## src/rtl/stamp_pkg.sv

```systemverilog
// Package: shared state encoding and configuration bit positions for the
// gated timestamp packetizer. Assumes nothing beyond IEEE 1800-2017.
package stamp_pkg;

    // Packet sequencer states
    typedef enum logic [1:0] {
        ST_IDLE  = 2'd0,
        ST_OPEN  = 2'd1,
        ST_CLOSE = 2'd2
    } seq_state_t;

    // Positions of the configuration bits on the cfg port
    localparam int CFG_NO_END   = 0;
    localparam int CFG_NO_START = 1;
    localparam int CFG_W        = 2;

    // Number of candidate words the sequencer can form in one cycle
    localparam int CAND_N = 4;

endpackage

```

## src/rtl/bit_sync.sv

```systemverilog
// Module: two-flop synchronizer for W independent single-bit signals.
// Assumes each input bit stays stable for at least two clocks per level.
module bit_sync #(
    parameter int W = 1
) (
    input  logic         clk,
    input  logic         rst_n,
    input  logic [W-1:0] d_async,
    output logic [W-1:0] q_sync
);

    logic [W-1:0] meta_q;
    logic [W-1:0] sync_q;

    // Two sampling stages toward the clk domain
    always_ff @(posedge clk) begin
        if (!rst_n) begin
            meta_q <= '0;
            sync_q <= '0;
        end else begin
            meta_q <= d_async;
            sync_q <= meta_q;
        end
    end

    assign q_sync = sync_q;

endmodule

```

## src/rtl/edge_catch.sv

```systemverilog
// Module: per-channel synchronizer plus one delayed copy. Flags a rising edge
// when the synchronized sample is high and the previous one was low.
// Assumes event pulses last at least two clocks high and two clocks low.
module edge_catch #(
    parameter int NUM_CH = 8
) (
    input  logic              clk,
    input  logic              rst_n,
    input  logic [NUM_CH-1:0] ch_async,
    output logic [NUM_CH-1:0] rise
);

    genvar gi;
    generate
        for (gi = 0; gi < NUM_CH; gi++) begin : g_ch
            logic cur_s;
            logic prev_s;

            bit_sync #(.W(1)) u_sync (
                .clk     (clk),
                .rst_n   (rst_n),
                .d_async (ch_async[gi]),
                .q_sync  (cur_s)
            );

            // Delayed copy of the synchronized level for edge detection
            always_ff @(posedge clk) begin
                if (!rst_n) prev_s <= 1'b0;
                else        prev_s <= cur_s;
            end

            assign rise[gi] = cur_s & ~prev_s;
        end
    endgenerate

endmodule

```

## src/rtl/stamp_sequencer.sv

```systemverilog
// Module: packet sequencer. Holds the tick counter and the pending channel
// mask and forms up to two words per clock: start, overflow, event and end
// words, in that priority. Assumes tick_en is a synchronous one-cycle strobe
// and that cfg is quasi-static while a packet is open.
module stamp_sequencer
    import stamp_pkg::*;
#(
    parameter int NUM_CH = 8,
    parameter int TS_W   = 24,
    localparam int WORD_W = NUM_CH + TS_W
) (
    input  logic              clk,
    input  logic              rst_n,
    input  logic              tick_en,
    input  logic              gate_lvl,
    input  logic [NUM_CH-1:0] rise,
    input  logic              no_start,
    input  logic              no_end,
    output logic [1:0]        push_n,
    output logic [WORD_W-1:0] push_w0,
    output logic [WORD_W-1:0] push_w1
);

    localparam logic [TS_W-1:0]   TS_ONES  = {TS_W{1'b1}};
    localparam logic [WORD_W-1:0] W_START  = '0;
    localparam logic [WORD_W-1:0] W_OVF    = {{NUM_CH{1'b0}}, TS_ONES};

    seq_state_t        state_q, state_d;
    logic [TS_W-1:0]   cnt_q, cnt_d;
    logic [NUM_CH-1:0] pend_q, pend_d;

    logic [TS_W-1:0]   cnt_inc;
    logic              wrap;
    logic [NUM_CH-1:0] mask_now;
    logic [CAND_N-1:0] cand_v;
    logic [WORD_W-1:0] cand_w [CAND_N];

    assign cnt_inc  = cnt_q + TS_W'(1);
    assign wrap     = (cnt_q == TS_ONES);
    assign mask_now = pend_q | (gate_lvl ? rise : '0);

    // Next-state, counter, pending mask and candidate words
    always_comb begin
        state_d = state_q;
        cnt_d   = cnt_q;
        pend_d  = pend_q;
        cand_v  = '0;
        for (int k = 0; k < CAND_N; k++) cand_w[k] = '0;
        unique case (state_q)
            ST_IDLE: begin
                pend_d = '0;
                if (gate_lvl) begin
                    state_d   = ST_OPEN;
                    cnt_d     = '0;
                    pend_d    = rise;
                    cand_v[0] = !no_start;
                    cand_w[0] = W_START;
                end
            end
            ST_OPEN: begin
                pend_d = mask_now;
                if (tick_en) begin
                    cnt_d     = cnt_inc;
                    pend_d    = '0;
                    cand_v[1] = wrap;
                    cand_w[1] = W_OVF;
                    cand_v[2] = (mask_now != '0);
                    cand_w[2] = {mask_now, cnt_inc};
                end
                if (!gate_lvl) state_d = ST_CLOSE;
            end
            ST_CLOSE: begin
                if (tick_en) begin
                    cnt_d     = cnt_inc;
                    pend_d    = '0;
                    cand_v[1] = wrap;
                    cand_w[1] = W_OVF;
                    cand_v[2] = (pend_q != '0);
                    cand_w[2] = {pend_q, cnt_inc};
                    cand_v[3] = !wrap && !no_end;
                    cand_w[3] = {{NUM_CH{1'b0}}, cnt_inc};
                    if (!wrap || no_end) state_d = ST_IDLE;
                end
            end
            default: state_d = ST_IDLE;
        endcase
    end

    // Pack the valid candidates into at most two ordered push slots
    always_comb begin
        push_n  = 2'd0;
        push_w0 = '0;
        push_w1 = '0;
        for (int k = 0; k < CAND_N; k++) begin
            if (cand_v[k]) begin
                if (push_n == 2'd0) push_w0 = cand_w[k];
                else                push_w1 = cand_w[k];
                push_n = push_n + 2'd1;
            end
        end
    end

    // State, counter and pending mask registers
    always_ff @(posedge clk) begin
        if (!rst_n) begin
            state_q <= ST_IDLE;
            cnt_q   <= '0;
            pend_q  <= '0;
        end else begin
            state_q <= state_d;
            cnt_q   <= cnt_d;
            pend_q  <= pend_d;
        end
    end

    // without a tick, an open or closing packet keeps its count
    a_r1_count_hold: assert property (@(posedge clk) disable iff (!rst_n)
        (state_q != ST_IDLE && !tick_en) |=> $stable(cnt_q));

    // a tick at all ones brings the counter back to zero
    a_r5_wrap_zero: assert property (@(posedge clk) disable iff (!rst_n)
        (state_q != ST_IDLE && tick_en && cnt_q == TS_ONES) |=> (cnt_q == '0));

    // while closing, new edges never reach the pending mask
    a_r4_close_freeze: assert property (@(posedge clk) disable iff (!rst_n)
        (state_q == ST_CLOSE && !tick_en) |=> $stable(pend_q));

    // a closing tick that wraps keeps the packet open for one more tick
    a_r7_end_defer: assert property (@(posedge clk) disable iff (!rst_n)
        (state_q == ST_CLOSE && tick_en && cnt_q == TS_ONES && !no_end)
        |=> (state_q == ST_CLOSE && cnt_q == '0));

endmodule

```

## src/rtl/word_queue.sv

```systemverilog
// Module: small staging queue between the sequencer and the FIFO port.
// Takes up to two ordered words per clock and hands out one per clock.
// A word that meets fifo_full, or finds no room, is dropped and the sticky
// error flag is set. Assumes DEPTH is a power of two and at least 2.
module word_queue #(
    parameter int WORD_W = 32,
    parameter int DEPTH  = 4,
    localparam int AW    = $clog2(DEPTH),
    localparam int CW    = AW + 1
) (
    input  logic              clk,
    input  logic              rst_n,
    input  logic [1:0]        push_n,
    input  logic [WORD_W-1:0] push_w0,
    input  logic [WORD_W-1:0] push_w1,
    input  logic              fifo_full,
    output logic              fifo_wr,
    output logic [WORD_W-1:0] fifo_data,
    output logic              drop_err
);

    logic [WORD_W-1:0] mem [DEPTH];
    logic [AW-1:0]     rd_ptr, wr_ptr;
    logic [CW-1:0]     cnt_q;
    logic              pop;
    logic [CW:0]       free_w;
    logic              acc0, acc1, lost;
    logic [CW-1:0]     n_acc;
    logic              wr_q, err_q;
    logic [WORD_W-1:0] data_q;

    assign pop    = (cnt_q != '0);
    assign free_w = (CW+1)'(DEPTH) - {1'b0, cnt_q} + {{CW{1'b0}}, pop};
    assign acc0   = (push_n != 2'd0) && (free_w >= (CW+1)'(1));
    assign acc1   = (push_n == 2'd2) && (free_w >= (CW+1)'(2));
    assign lost   = ((push_n != 2'd0) && !acc0) || ((push_n == 2'd2) && !acc1);
    assign n_acc  = CW'(acc0) + CW'(acc1);

    // Storage writes for accepted words
    always_ff @(posedge clk) begin
        if (acc0) mem[wr_ptr]            <= push_w0;
        if (acc1) mem[wr_ptr + AW'(1)]   <= push_w1;
    end

    // Pointers, occupancy, output register and sticky error
    always_ff @(posedge clk) begin
        if (!rst_n) begin
            rd_ptr <= '0;
            wr_ptr <= '0;
            cnt_q  <= '0;
            wr_q   <= 1'b0;
            data_q <= '0;
            err_q  <= 1'b0;
        end else begin
            wr_ptr <= wr_ptr + AW'(n_acc);
            rd_ptr <= rd_ptr + AW'(pop);
            cnt_q  <= cnt_q - CW'(pop) + n_acc;
            wr_q   <= pop && !fifo_full;
            if (pop && !fifo_full) data_q <= mem[rd_ptr];
            err_q  <= err_q || lost || (pop && fifo_full);
        end
    end

    assign fifo_wr   = wr_q;
    assign fifo_data = data_q;
    assign drop_err  = err_q;

    // occupancy never exceeds the storage
    a_r10_depth_bound: assert property (@(posedge clk) disable iff (!rst_n)
        cnt_q <= CW'(DEPTH));

    // once set, the error flag holds until reset
    a_r8_err_sticky: assert property (@(posedge clk) disable iff (!rst_n)
        err_q |=> err_q);

endmodule

```

## src/rtl/gated_stamp_packer.sv

```systemverilog
// Module: top of the gated timestamp packetizer. Synchronizes the gate and
// the event lines, runs the packet sequencer and stages its words toward a
// FIFO write port. Assumes tick_en and fifo_full are in the clk domain.
module gated_stamp_packer
    import stamp_pkg::*;
#(
    parameter int NUM_CH = 8,
    parameter int TS_W   = 24,
    parameter int QDEPTH = 4,
    localparam int WORD_W = NUM_CH + TS_W
) (
    input  logic              clk,
    input  logic              rst_n,
    input  logic              tick_en,
    input  logic              gate_in,
    input  logic [NUM_CH-1:0] ch_in,
    input  logic [CFG_W-1:0]  cfg,
    input  logic              fifo_full,
    output logic              fifo_wr,
    output logic [WORD_W-1:0] fifo_data,
    output logic              drop_err
);

    logic              gate_lvl;
    logic [NUM_CH-1:0] rise;
    logic [1:0]        push_n;
    logic [WORD_W-1:0] push_w0, push_w1;

    bit_sync #(.W(1)) u_gate_sync (
        .clk     (clk),
        .rst_n   (rst_n),
        .d_async (gate_in),
        .q_sync  (gate_lvl)
    );

    edge_catch #(.NUM_CH(NUM_CH)) u_edges (
        .clk      (clk),
        .rst_n    (rst_n),
        .ch_async (ch_in),
        .rise     (rise)
    );

    stamp_sequencer #(.NUM_CH(NUM_CH), .TS_W(TS_W)) u_seq (
        .clk      (clk),
        .rst_n    (rst_n),
        .tick_en  (tick_en),
        .gate_lvl (gate_lvl),
        .rise     (rise),
        .no_start (cfg[CFG_NO_START]),
        .no_end   (cfg[CFG_NO_END]),
        .push_n   (push_n),
        .push_w0  (push_w0),
        .push_w1  (push_w1)
    );

    word_queue #(.WORD_W(WORD_W), .DEPTH(QDEPTH)) u_queue (
        .clk       (clk),
        .rst_n     (rst_n),
        .push_n    (push_n),
        .push_w0   (push_w0),
        .push_w1   (push_w1),
        .fifo_full (fifo_full),
        .fifo_wr   (fifo_wr),
        .fifo_data (fifo_data),
        .drop_err  (drop_err)
    );

    // a full FIFO at an edge means no strobe in the next cycle
    a_r8_full_blocks: assert property (@(posedge clk) disable iff (!rst_n)
        fifo_full |=> !fifo_wr);

    // reset leaves the write port and error flag quiet
    a_r9_reset_quiet: assert property (@(posedge clk)
        !rst_n |=> (!fifo_wr && !drop_err));

endmodule

```

## config.mk

```make
export PLATFORM = sky130hd
export DESIGN_NAME = gated_stamp_packer
export DESIGN_NICKNAME = d
export VERILOG_FILES = /design/src/rtl/stamp_pkg.sv /design/src/rtl/bit_sync.sv /design/src/rtl/edge_catch.sv /design/src/rtl/stamp_sequencer.sv /design/src/rtl/word_queue.sv /design/src/rtl/gated_stamp_packer.sv
export SDC_FILE = /design/constraint.sdc
export NUM_CORES = 1
export LEC_CHECK = 0
export BUFFER_PORTS_ARGS = -buffer_cell sky130_fd_sc_hd__buf_2
export CORE_MARGIN = 5
export CORE_UTILIZATION = 43
export DETAILED_ROUTE_END_ITERATION = 8
export PLACE_DENSITY = 0.62
export SLEW_MARGIN = 5
export SYNTH_ARGS = -nofsm -noshare
export SYNTH_HDL_FRONTEND = slang
export SYNTH_SLANG_ARGS = --single-unit
```

## constraint.sdc

```tcl
create_clock -name clk -period 16.5 [get_ports clk]
set_clock_uncertainty 0.1 [all_clocks]
set_input_delay 4.125 -clock clk [delete_from_list [all_inputs] [get_ports clk]]
set_output_delay 4.125 -clock clk [all_outputs]
set_load 0.05 [all_outputs]
```

Yosys cells after proc, flatten, opt, wreduce, memory -nomap -nowiden
Memories as Yosys holds them, arrays and structs flattened. A register that Yosys moved wholly into a read port is not among the register bits.
Cells that the tools add are included.
{"block": "word_totals", "regBits": 69, "mem_bits_rw": 128, "in_bits": 15, "out_inout_bits": 34, "mem_count": 1}
{"memory": "u_queue.mem", "words": 4, "width": 32, "read_ports": 1, "rd_ports_with_merged_regs": 1, "write_ports": 2, "line": "word_queue.sv:22", "rtl": "logic [WORD_W-1:0] mem [DEPTH];"}
{"block": "classes", "add_sub_neg": 12, "order_cmp": 2, "n_eq_ne": 9, "mux": 43, "n_bitwise": 17, "reduce_logical": 32}
{"operator": "two-way mux 32 bit", "n": 13}
{"operator": "case mux 64 bit (2 select lines)", "n": 1}
{"operator": "two-way mux 96 bit", "n": 1}
{"operator": "two-way mux 88 bit", "n": 1}
{"operator": "two-way mux 56 bit", "n": 1}
{"operator": "two-way mux 24 bit", "n": 2}
{"operator": "case mux 24 bit (2 select lines)", "n": 1}
{"operator": "adder 24 x 1 -> 24 bit, second input constant", "n": 1}
{"operator": "equality test 24 bit, second input constant", "n": 1}
{"operator": "two-way mux 8 bit", "n": 3}
{"operator": "case mux 8 bit (3 select lines)", "n": 1}
{"operator": "two-way mux 2 bit", "n": 8}
{"operator": "nonzero test 8 bit", "n": 2}
{"operator": "AND 1 bit", "n": 8}
{"operator": "zero test 2 bit", "n": 4}
{"operator": "two-way mux 1 bit", "n": 8}
{"operator": "NOT 1 bit", "n": 8}
{"operator": "bitwise OR 8 bit", "n": 1}
{"operator": "logical AND 1 bit", "n": 7}
{"operator": "zero test 1 bit", "n": 7}
{"operator": "adder 2 x 1 -> 2 bit, second input constant", "n": 3}
{"operator": "inequality test 2 bit, second input constant", "n": 3}
{"operator": "case mux 2 bit (3 select lines)", "n": 1}
{"operator": "nonzero test 3 bit", "n": 2}
{"operator": "21 further kinds", "n": 27}

Longest topological paths before layout
Gate-level depths: netlist of the first run.
{"block": "logic_depth", "word_depth": 19, "ltp_mapped": 24}

Hierarchy
A second synthesis of the first run with hierarchy kept.
{"block": "hier_totals", "hier_cells": 891, "hier_area_um2": 11429.7}
{"mod": "word_queue", "instances": 1, "cells_each": 448, "area_per_inst_um2": 7828.8, "seq_area_each_um2": 4664.5}
{"mod": "stamp_sequencer", "instances": 1, "cells_each": 383, "area_per_inst_um2": 2867.8, "seq_area_each_um2": 680.7}
{"mod": "bit_sync", "instances": 9, "cells_each": 4, "area_per_inst_um2": 52.6, "seq_area_each_um2": 40.0}
{"mod": "edge_catch", "instances": 1, "cells_each": 24, "area_per_inst_um2": 260.2, "seq_area_each_um2": 160.2}

Least setup slack after synthesis of the first run
Ideal clock, no wire load.
{"block": "synth_path", "path_kind": "input to register", "startpoint": "in tick_en", "endpoint": "mem u_queue.mem[3][0], enable pin", "t_arrival_ps": 9046, "slack_ps": 6886, "cell_stages": 13, "path_cell_list": "o211ai_1 or2_0 buf_2 ha_1 inv_1 a21oi_1 or2_2 ha_1 nor3_1 mux4_2 or2_1 and2_1 nor3b_1"}
{"item": "start, declared", "line": "gated_stamp_packer.sv:14", "rtl": "input logic tick_en,"}
{"item": "end, declared", "line": "word_queue.sv:22"}

==> results by stage, run 1 <==
Clock network:
- The quantity of gates resized following cts is 0.
- The hold buffer count at CTS is 0.
- The TritonCTS clock tree is yes.
- The clock transition time at the flip-flop clock pins of the worst setup and hold paths is 0.06 ns.
- The number of setup buffers added after CTS is 0.
- The number of buffers added by the clock tree synthesis step is 25.
- The maximum clock insertion buffer count is 3.
- The CTS H-tree depth is 1.
- The later-pin clock latency in the skew report is ~0.53 ns.
- In this run the clock root is driven by a clkbuf_16.
- Clock tree synthesis found a total of 229 sinks.

Synth:
- In this run, synthesis inferred between 100 and 150 flip-flops with an integrated enable.
- Each instance of the synthesized netlist takes up on average 11.1 um2.
- The number of different library cells in the post-synthesis netlist is 57.
- Synthesis produced a netlist whose cell count is just under 1000.
- The fraction of the yosys area taken by sequential cells is about 54%.
- Synthesis inferred 229 register bits.
- The Yosys warning count is 0.
- The share of synthesized registers carrying an async set or reset is 0%.
- For this run, the leading register cell type out of synthesis is edfxtp_1.
- Synthesis produced a netlist with a net count of 1011.
- The cell area that synthesis handed to floorplanning was roughly 0.011 mm2.

Global routing:
- The pin count of the biggest net entering global routing is roughly 100.
- The via count of the first global-routing pass came to 7111.
- The initial antenna violation count is 0.
- Summed over all layers, the global routing overflow is 0.
- The global-route usage over all layers is 17.4%.
- The first global-routing pass estimated ~40000 um of wire.

Die:
- 49 I/O pins were placed.
- The area of the die is between 0.02 and 0.03 mm2.
- The initial utilization of the core area, before any placement, comes to between 40% and 50%.
- In this run the core area contains 58 standard-cell rows.
- From left edge to right edge, the die measures around 170 um.
- The total core area is 0.0250 mm2.
- The overall die height is 169 um.

STA:
- The maximum clock frequency is between 0.1 and 0.15 GHz.
- The number of hold-slack violations in the final timing report was 0.
- In the finished design, the share of the clock period the worst path needs comes to around 50%.
- The post-route setup TNS is 0 ns.
- The time the final worst path needs with I/O delays and setup is between 8 and 9 ns.
- The number of setup violations in the final report is 0.
- The worst max-slew margin expressed relative to the limit is between 20% and 30%.
- The actual slew at the worst max-slew pin is around 1.1 ns.
- The max-slew violation count came to 0.
- Setup repair after global routing left no endpoint under its margin.

Routing:
- The detailed-route DRC error count is 0.
- The ratio of routed vias to standard cells is 5.44.
- Once detail routing completed, the nets flagged for antenna violations numbered 0.
- The total iterations of the first detailed-routing run is 5.
- Detailed routing inserted a total of ~7300 vias.
- The wire length after detailed routing is between 20000 and 25000 um.
- After detailed routing, the average wire length per cell comes to around 18 um.
- For this block, the initial DRC count from the detailed router was 600.

Power and ir drop:
- The share of total power dissipated in sequential elements is just over 40%.
- IR analysis of the VDD net gives a maximum drop of about 0.000081 V.
- The share of total power dissipated in combinational logic is 23.7%.
- The power dissipated by switching net loads is approximately 0.0005 W.
- The clock network burns between 30 and 40% of the power.
- Net switching is between 30% and 40% of the power.
- The internal power of the cells totals approximately 0.0011 W.
- The power per unit of standard cell area is between 100 and 150 mW/mm2.
- In this run the static leakage power is ~4.5 nW.

Worst setup path:
- The critical path class is input pin to flop.
- In this run the critical register-to-register path is launched from u_seq.cnt_q[0].
- The startpoint type of the worst setup path is an input pin.
- The endpoint class of the critical path is a flop.
- The data required time at the worst endpoint is about 17 ns.
- In this run the worst path has a maximum fanout of 23.
- In this run the critical register-to-register path is captured at u_queue.mem[3][17].
- The internal reg-to-reg setup slack is approximately 10 ns.
- The worst register-to-register path has a depth of 16.
- The signal arrival time at the worst endpoint is about 8.4 ns.

Finish:
- Counting the fill cells in the layout gives between 2000 and 2500.
- The number of antenna diodes in the final layout is 0.
- The sequential cell area in the final layout is 0.00587 mm2.
- The final cell area excluding filler cells is between 0.01 and 0.015 mm2.
- For this run, the post-layout net count is 1034.
- The fraction of layout cells with a size suffix above 1 is approximately 17%.
- The total area of multi-input combinational cells is around 0.0047 mm2.
- Relative to the synthesized area, the layout overhead comes to 13.4%.

Placed design:
- In this run the tool buffered the top-level ports with 48 buffer cells.
- The post-placement cell area is 0.0114 mm2.
- The congestion estimate from routability-driven global placement came to roughly 0.83.
- The half-perimeter wire length after placement is between 15000 and 20000 um.

Outcome:
- The run finished with clean final reports.

Hold path:
- The origin of the worst min-delay path is u_edges.g_ch[7].u_sync.meta_q.
- Counting instances, the worst hold path has a depth of 1.
- The kind of path behind the tightest hold check is flop to flop.
- The worst hold path terminates at u_edges.g_ch[7].u_sync.q_sync.

Flow run:
- The number of max-cap violations is 0.
critical path, stage by stage:
cell,delay [ns]
buf_2,0.13
o211ai_1,0.13
or2_0,0.38
ha_1,0.39
inv_1,0.16
a21oi_1,0.10
or2_2,0.31
ha_1,0.32
nor3_1,0.07
mux4_2,0.48
or2_1,0.29
and2_1,0.21
nor3b_2,0.78
buf_4,0.46
through the flow:
| stage | instances | worst slack, ns | utilization, % | power (W) | hold WS, ns |
|---|---|---|---|---|---|
| floorplan | 977 | 6.89 | - | 0.000978 | 0.312 |
| global placement | 1303 | 7.78 | 45.6 | 0.00107 | 0.313 |
| detailed placement | 1303 | 7.64 | 45.6 | 0.00107 | 0.319 |
| CTS | 1348 | 8.21 | 49.1 | 0.00167 | 0.334 |
| global route | 1348 | 7.92 | 49.1 | 0.00173 | 0.343 |
| finish | 1348 | 8.22 | 49.1 | 0.00165 | 0.330 |
area by class of cell:
cell class	count	area share, %
Clock inverter	17	1.71
Clock buffer	28	5.44
Tap cell	330	3.36
Multi-Input combinational cell	659	38.1
Sequential cell	229	47.7
Timing Repair Buffer	67	3.11
Inverter	18	0.550
registers in the layout, indices dropped and copies added, names as in the netlist, 2 cells and up:
register,count
u_queue.mem,128
u_queue.fifo_data,32
u_seq.cnt_q,24
u_edges.g_ch.prev_s,8
u_edges.g_ch.u_sync.meta_q,8
u_edges.g_ch.u_sync.q_sync,8
u_seq.pend_q,8
u_queue.cnt_q,3
u_queue.rd_ptr,2
u_queue.wr_ptr,2
u_seq.state_q,2
power groups by stage:
| stage | Clock (W) | Combinational [W] | Sequential, W |
|---|---|---|---|
| 2_1_floorplan | 0 | 0.000226 | 0.000752 |
| 3_3_place_gp | 0 | 0.000393 | 0.000678 |
| 3_5_place_dp | 0 | 0.000395 | 0.000679 |
| 4_1_cts | 0.000604 | 0.000397 | 0.000667 |
| 5_1_grt | 0.000628 | 0.000428 | 0.000672 |
| 6_report | 0.000590 | 0.000390 | 0.000666 |
how the worst max path moves through the flow:
stage / start / to / slack [ns] / cells past startpoint
2_1_floorplan: tick_en / u_queue.mem[3][0] / 6.89 / 13
3_3_place_gp: tick_en / u_queue.mem[3][12] / 7.78 / 14
3_5_place_dp: tick_en / u_queue.mem[3][12] / 7.64 / 14
4_1_cts: tick_en / u_queue.mem[3][14] / 8.21 / 14
5_1_grt: tick_en / u_queue.mem[3][13] / 7.92 / 14
6_report: tick_en / u_queue.mem[3][17] / 8.22 / 14
kinds of logic (layout without fill, tap and decap cells):
group / count (synthesis) / in the layout / share of synthesized area [%]
adder cells (fa/ha/maj): 19 / 19 / 2.26
flip-flops: 229 / 229 / 54.1
buffers and inverters: 89 / 130 / 3.39
XOR/XNOR: 48 / 48 / 3.88
multiplexers: 55 / 55 / 8.92
AO/OA/AOI/OAI: 245 / 245 / 14.1
AND/OR/NAND/NOR: 292 / 292 / 13.4
layer usage:
metal | routed length (um) | track usage, % | share of wire, % | up-vias
met1 | 11600 | 25.6 | 47 | 3553
li1 | - | - | - | 3575
met5 | 0 | 0 | 0 | -
met4 | 427 | 4.13 | 1.7 | 0
met2 | 11500 | 27.4 | 47 | 174
met3 | 1230 | 2.48 | 5.0 | 31
cell usage after synthesis (4+ instances only):
cell,count,area [um2]
mux2i_1,21,210
xnor2_1,28,245
a21oi_1,55,275
nand2_1,93,349
inv_1,18,67.6
a21boi_0,36,270
o211a_1,8,80.1
nand4_1,8,50.1
ha_1,18,225
nor2_1,66,248
nor3_1,11,55.1
clkbuf_1,41,154
clkbuf_2,5,25.0
buf_1,5,18.8
xor2_1,20,175
and3_1,4,25.0
mux4_2,33,743
and2_1,37,231
a211oi_1,20,150
o21a_1,4,30.0
dfxtp_1,101,2020
o21ai_1,25,125
o21ai_0,65,325
a22oi_1,16,120
nand3_1,14,70.1
nor2b_1,31,194
edfxtp_1,128,3840
buf_2,19,95.1
cell usage in the layout, fill, tap and decap left out, types with 3 or more instances in the layout:
cell type | Yosys | final
buf_4 | 1 | 19
bufinv_16 | 0 | 4
nor2b_1 | 31 | 31
ha_1 | 18 | 18
and3_1 | 4 | 4
buf_2 | 19 | 48
mux2i_1 | 21 | 17
nor4_1 | 3 | 3
xor2_1 | 20 | 20
edfxtp_1 | 128 | 128
a211oi_1 | 20 | 20
mux4_2 | 33 | 33
nand4_1 | 8 | 8
or2_2 | 3 | 3
o21ai_1 | 25 | 25
xnor2_1 | 28 | 28
a22oi_1 | 16 | 16
nor2_1 | 66 | 65
o21ai_0 | 65 | 64
and2_1 | 37 | 37
a21oi_1 | 55 | 55
nor3_1 | 11 | 9
o21a_1 | 4 | 4
nor4_2 | 3 | 3
inv_1 | 18 | 18
clkbuf_16 | 0 | 26
nand2b_1 | 3 | 3
a21boi_0 | 36 | 36
o211a_1 | 8 | 8
a21o_1 | 3 | 3
dfxtp_1 | 101 | 100
nand3_1 | 14 | 14
nor3_2 | 3 | 5
nand2_1 | 93 | 93
clkinv_2 | 0 | 3
mux2i_2 | 1 | 4
clkinvlp_4 | 0 | 3
clkinv_1 | 0 | 3
or3_1 | 3 | 3
(Power assumes the default switching activity.)
==> run 2: changes to the inputs <==
Clock period 16.5 ns to 8.52 ns, I/O delays scaled along.
==> run 2 against run 1 <==
Against the previous run: global-route usage fell by 0.22 points; final cell count rose by 0.15%; register-to-register slack worse by 7.7 ns; non-clock buffer count up 1; largest power group unchanged; critical path type unchanged; critical path depth rose by 6; sequential power increased by 94%; utilization fell by 0.10 points; total power rose by 91%; flip-flop and latch count unchanged; cell area down 0.21%; combinational power increased by 93%.
==> results by stage, run 2 (synthesis gave the netlist of run 1 again) <==
Placed design:
- Detailed placement ended at an HPWL of about 16000 um.
- During placement, the flow inserted port buffers numbering 48.
- The placed instances occupy a cell area of around 0.011 mm2.
- The final weighted congestion in routability-driven placement is 0.831.
- Timing analysis after detailed placement gives a worst setup slack of around 2.0 ns.

Finish:
- The layout overhead on the synthesized area is 13.1%.
- The fraction of the core area covered by cells at the end of the flow is 49.0%.
- The total area of multi-input combinational cells is between 0.004 and 0.005 mm2.
- In the final layout, flip-flops and latches occupy roughly 0.0059 mm2.
- With fillers left out, the area of the finished cells amounts to roughly 0.012 mm2.
- The number of antenna diodes in the final layout is 0.
- The library cell used most frequently in the layout, excluding fill and tap cells, is edfxtp_1.
- The register with the most flip-flops in the layout has 128 of them.
- Ranked by flip-flop count, first place goes to u_queue.mem.
- In the layout the commonest cells are edfxtp_1, dfxtp_1, nand2_1.
- Fill cells in the final layout number ~2200.
- Cells with a size suffix above 1 make up roughly 16% of the layout.
- The total number of nets in the final design is 1035.

Routing:
- In the routed design, unresolved DRC markers number 0.
- The first routing iteration left about 470 violations.
- The via count of the routed design is 7341.
- The wire length after detailed routing is ~24000 um.
- The first detailed-routing pass took 5 iterations.
- In the routed layout, each cell is associated on average with a via count of ~5.4.
- The detail-routed net length per standard cell is between 15 and 20 um.
- The count of nets left with antenna violations after detail routing is 0.

Worst setup path:
- The length in cells of the worst reg-to-reg path is 22.
- The endpoint class of the critical path is a flop.
- The critical path class is input pin to flop.
- For the worst setup path, the data required time is 8.84 ns.
- In this run the critical register-to-register path is captured at u_queue.cnt_q[2].
- The worst register-to-register path begins at u_seq.cnt_q[0].
- The biggest fanout along the worst timing path is 6.
- Data arrives at the worst endpoint at approximately 6.4 ns.
- Across all register-to-register paths, the minimum setup slack is between 2 and 3 ns.
- The startpoint type of the worst setup path is an input pin.

Clock network:
- The number of buffers added by the clock tree synthesis step is 25.
- The number of sinks driven by the clock tree is 229.
- The CTS root buffer is clkbuf_16.
- The TritonCTS clock tree is yes.
- The number of setup buffers added after CTS is 0.
- The maximum clock insertion buffer count is 3.
- The number of gates resized after CTS was 0.
- The hold buffer count at CTS is 0.
- The CTS H-tree depth is 1.
- After clock tree synthesis, the clock-pin slew on the worst setup and hold paths is 0.06 ns.
- The later-pin clock latency in the skew report is roughly 0.53 ns.

STA:
- The number of setup violations in the final report is 0.
- For this run, the top clock speed supported by timing is ~0.17 GHz.
- The post-route setup TNS is 0 ns.
- The worst max-slew margin expressed relative to the limit is about 28%.
- The number of hold-slack violations in the final timing report is 0.
- The actual slew at the worst max-slew pin is 1.08 ns.
- The time the final worst path needs with I/O delays and setup is 6.02 ns.
- Setup repair after global routing left no endpoint under its margin.
- Of the available clock period, the critical path in the final layout requires a little over two thirds.
- The max-slew violation count is 0.
- The final setup slack of the worst path is 2.50 ns.

Die:
- The floorplan step defined a core boundary enclosing 0.0250 mm2.
- The number of standard-cell rows in the floorplan is 58.
- From left edge to right edge, the die measures 169 um.
- From bottom edge to top edge, the die measures 169 um.
- The initial utilization of the core area, before any placement, comes to 43.3%.
- During I/O placement, the number of pins put on the boundary was 49.
- The area of the die is between 0.02 and 0.03 mm2.

Hold path:
- The startpoint identified for the worst hold timing path is u_edges.g_ch[7].u_sync.meta_q.
- The kind of path behind the tightest hold check is flop to flop.
- The end point of the worst hold path is u_edges.g_ch[7].u_sync.q_sync.
- Along the worst hold path, the cell count comes to 1.

Global routing:
- The first global-routing pass estimated around 40000 um of wire.
- The via count of the first global-routing pass came to between 7000 and 8000.
- Global routing consumed, over all layers together, around 17% of the routing resources.
- Entering global routing, the biggest net connects around 100 pins.
- The initial antenna violation count is 0.
- For this run the aggregate overflow at the end of global routing stands at 0.

Power and ir drop:
- For this design the ratio of total power to cell area is between 200 and 300 mW/mm2.
- The static leakage power is roughly 4.5 nW.
- Across the VDD grid, the largest voltage drop is approximately 0.00015 V.

Outcome:
- The run finished with clean final reports.

Flow run:
- The tool flagged a number of max-cap violations equal to 0.
run 2: how the worst max path moves through the flow:
stage / end / from
after detailed placement: u_queue.cnt_q[2] / tick_en
final: u_queue.cnt_q[2] / tick_en
after global routing: u_queue.cnt_q[2] / u_seq.cnt_q[0]
after floorplan: u_queue.mem[3][0] / tick_en
after global placement: u_queue.cnt_q[2] / tick_en
after CTS: u_queue.cnt_q[2] / tick_en
run 2: final cells by class:
cell class	count	area share (%)
Sequential cell	229	47.8
Multi-Input combinational cell	659	38.2
Clock inverter	13	1.11
Clock buffer	33	5.68
Timing Repair Buffer	68	3.28
Tap cell	330	3.37
Inverter	18	0.551
run 2: power breakdown:
group	switching, W	internal, W	total (W)	leakage, nW
clock	0.000453	0.000641	0.00109	0.402
combinational	0.000491	0.000262	0.000753	2.07
sequential	0.0000421	0.00125	0.00129	2.06
run 2: worst max-delay path: stages:
cell,delay [ns]
buf_2,0.13
o211ai_1,0.13
or2_0,0.38
ha_1,0.39
inv_1,0.14
a21oi_1,0.09
or2_2,0.32
ha_1,0.33
nor3_1,0.07
mux4_2,0.47
or2_1,0.30
inv_1,0.08
ha_1,0.17
inv_1,0.05
ha_1,0.26
inv_1,0.05
fa_1,0.43
xnor2_1,0.20
xnor2_1,0.08
and2_1,0.15
run 2: per-stage QoR:
stage	std cells	hold slack, ns	power (W)
floorplan	977	0.312	0.00189
global placement	1304	0.313	0.00207
detailed placement	1304	0.317	0.00208
CTS	1350	0.332	0.00317
global route	1350	0.345	0.00329
finish	1350	0.331	0.00314
run 2: layer usage:
metal,routed length (um),vias to the layer above,GRT usage [%]
met5,0,-,0
met4,470,0,3.95
met3,1380,39,2.48
met2,11100,200,27.7
met1,11400,3534,24.8
li1,-,3568,-
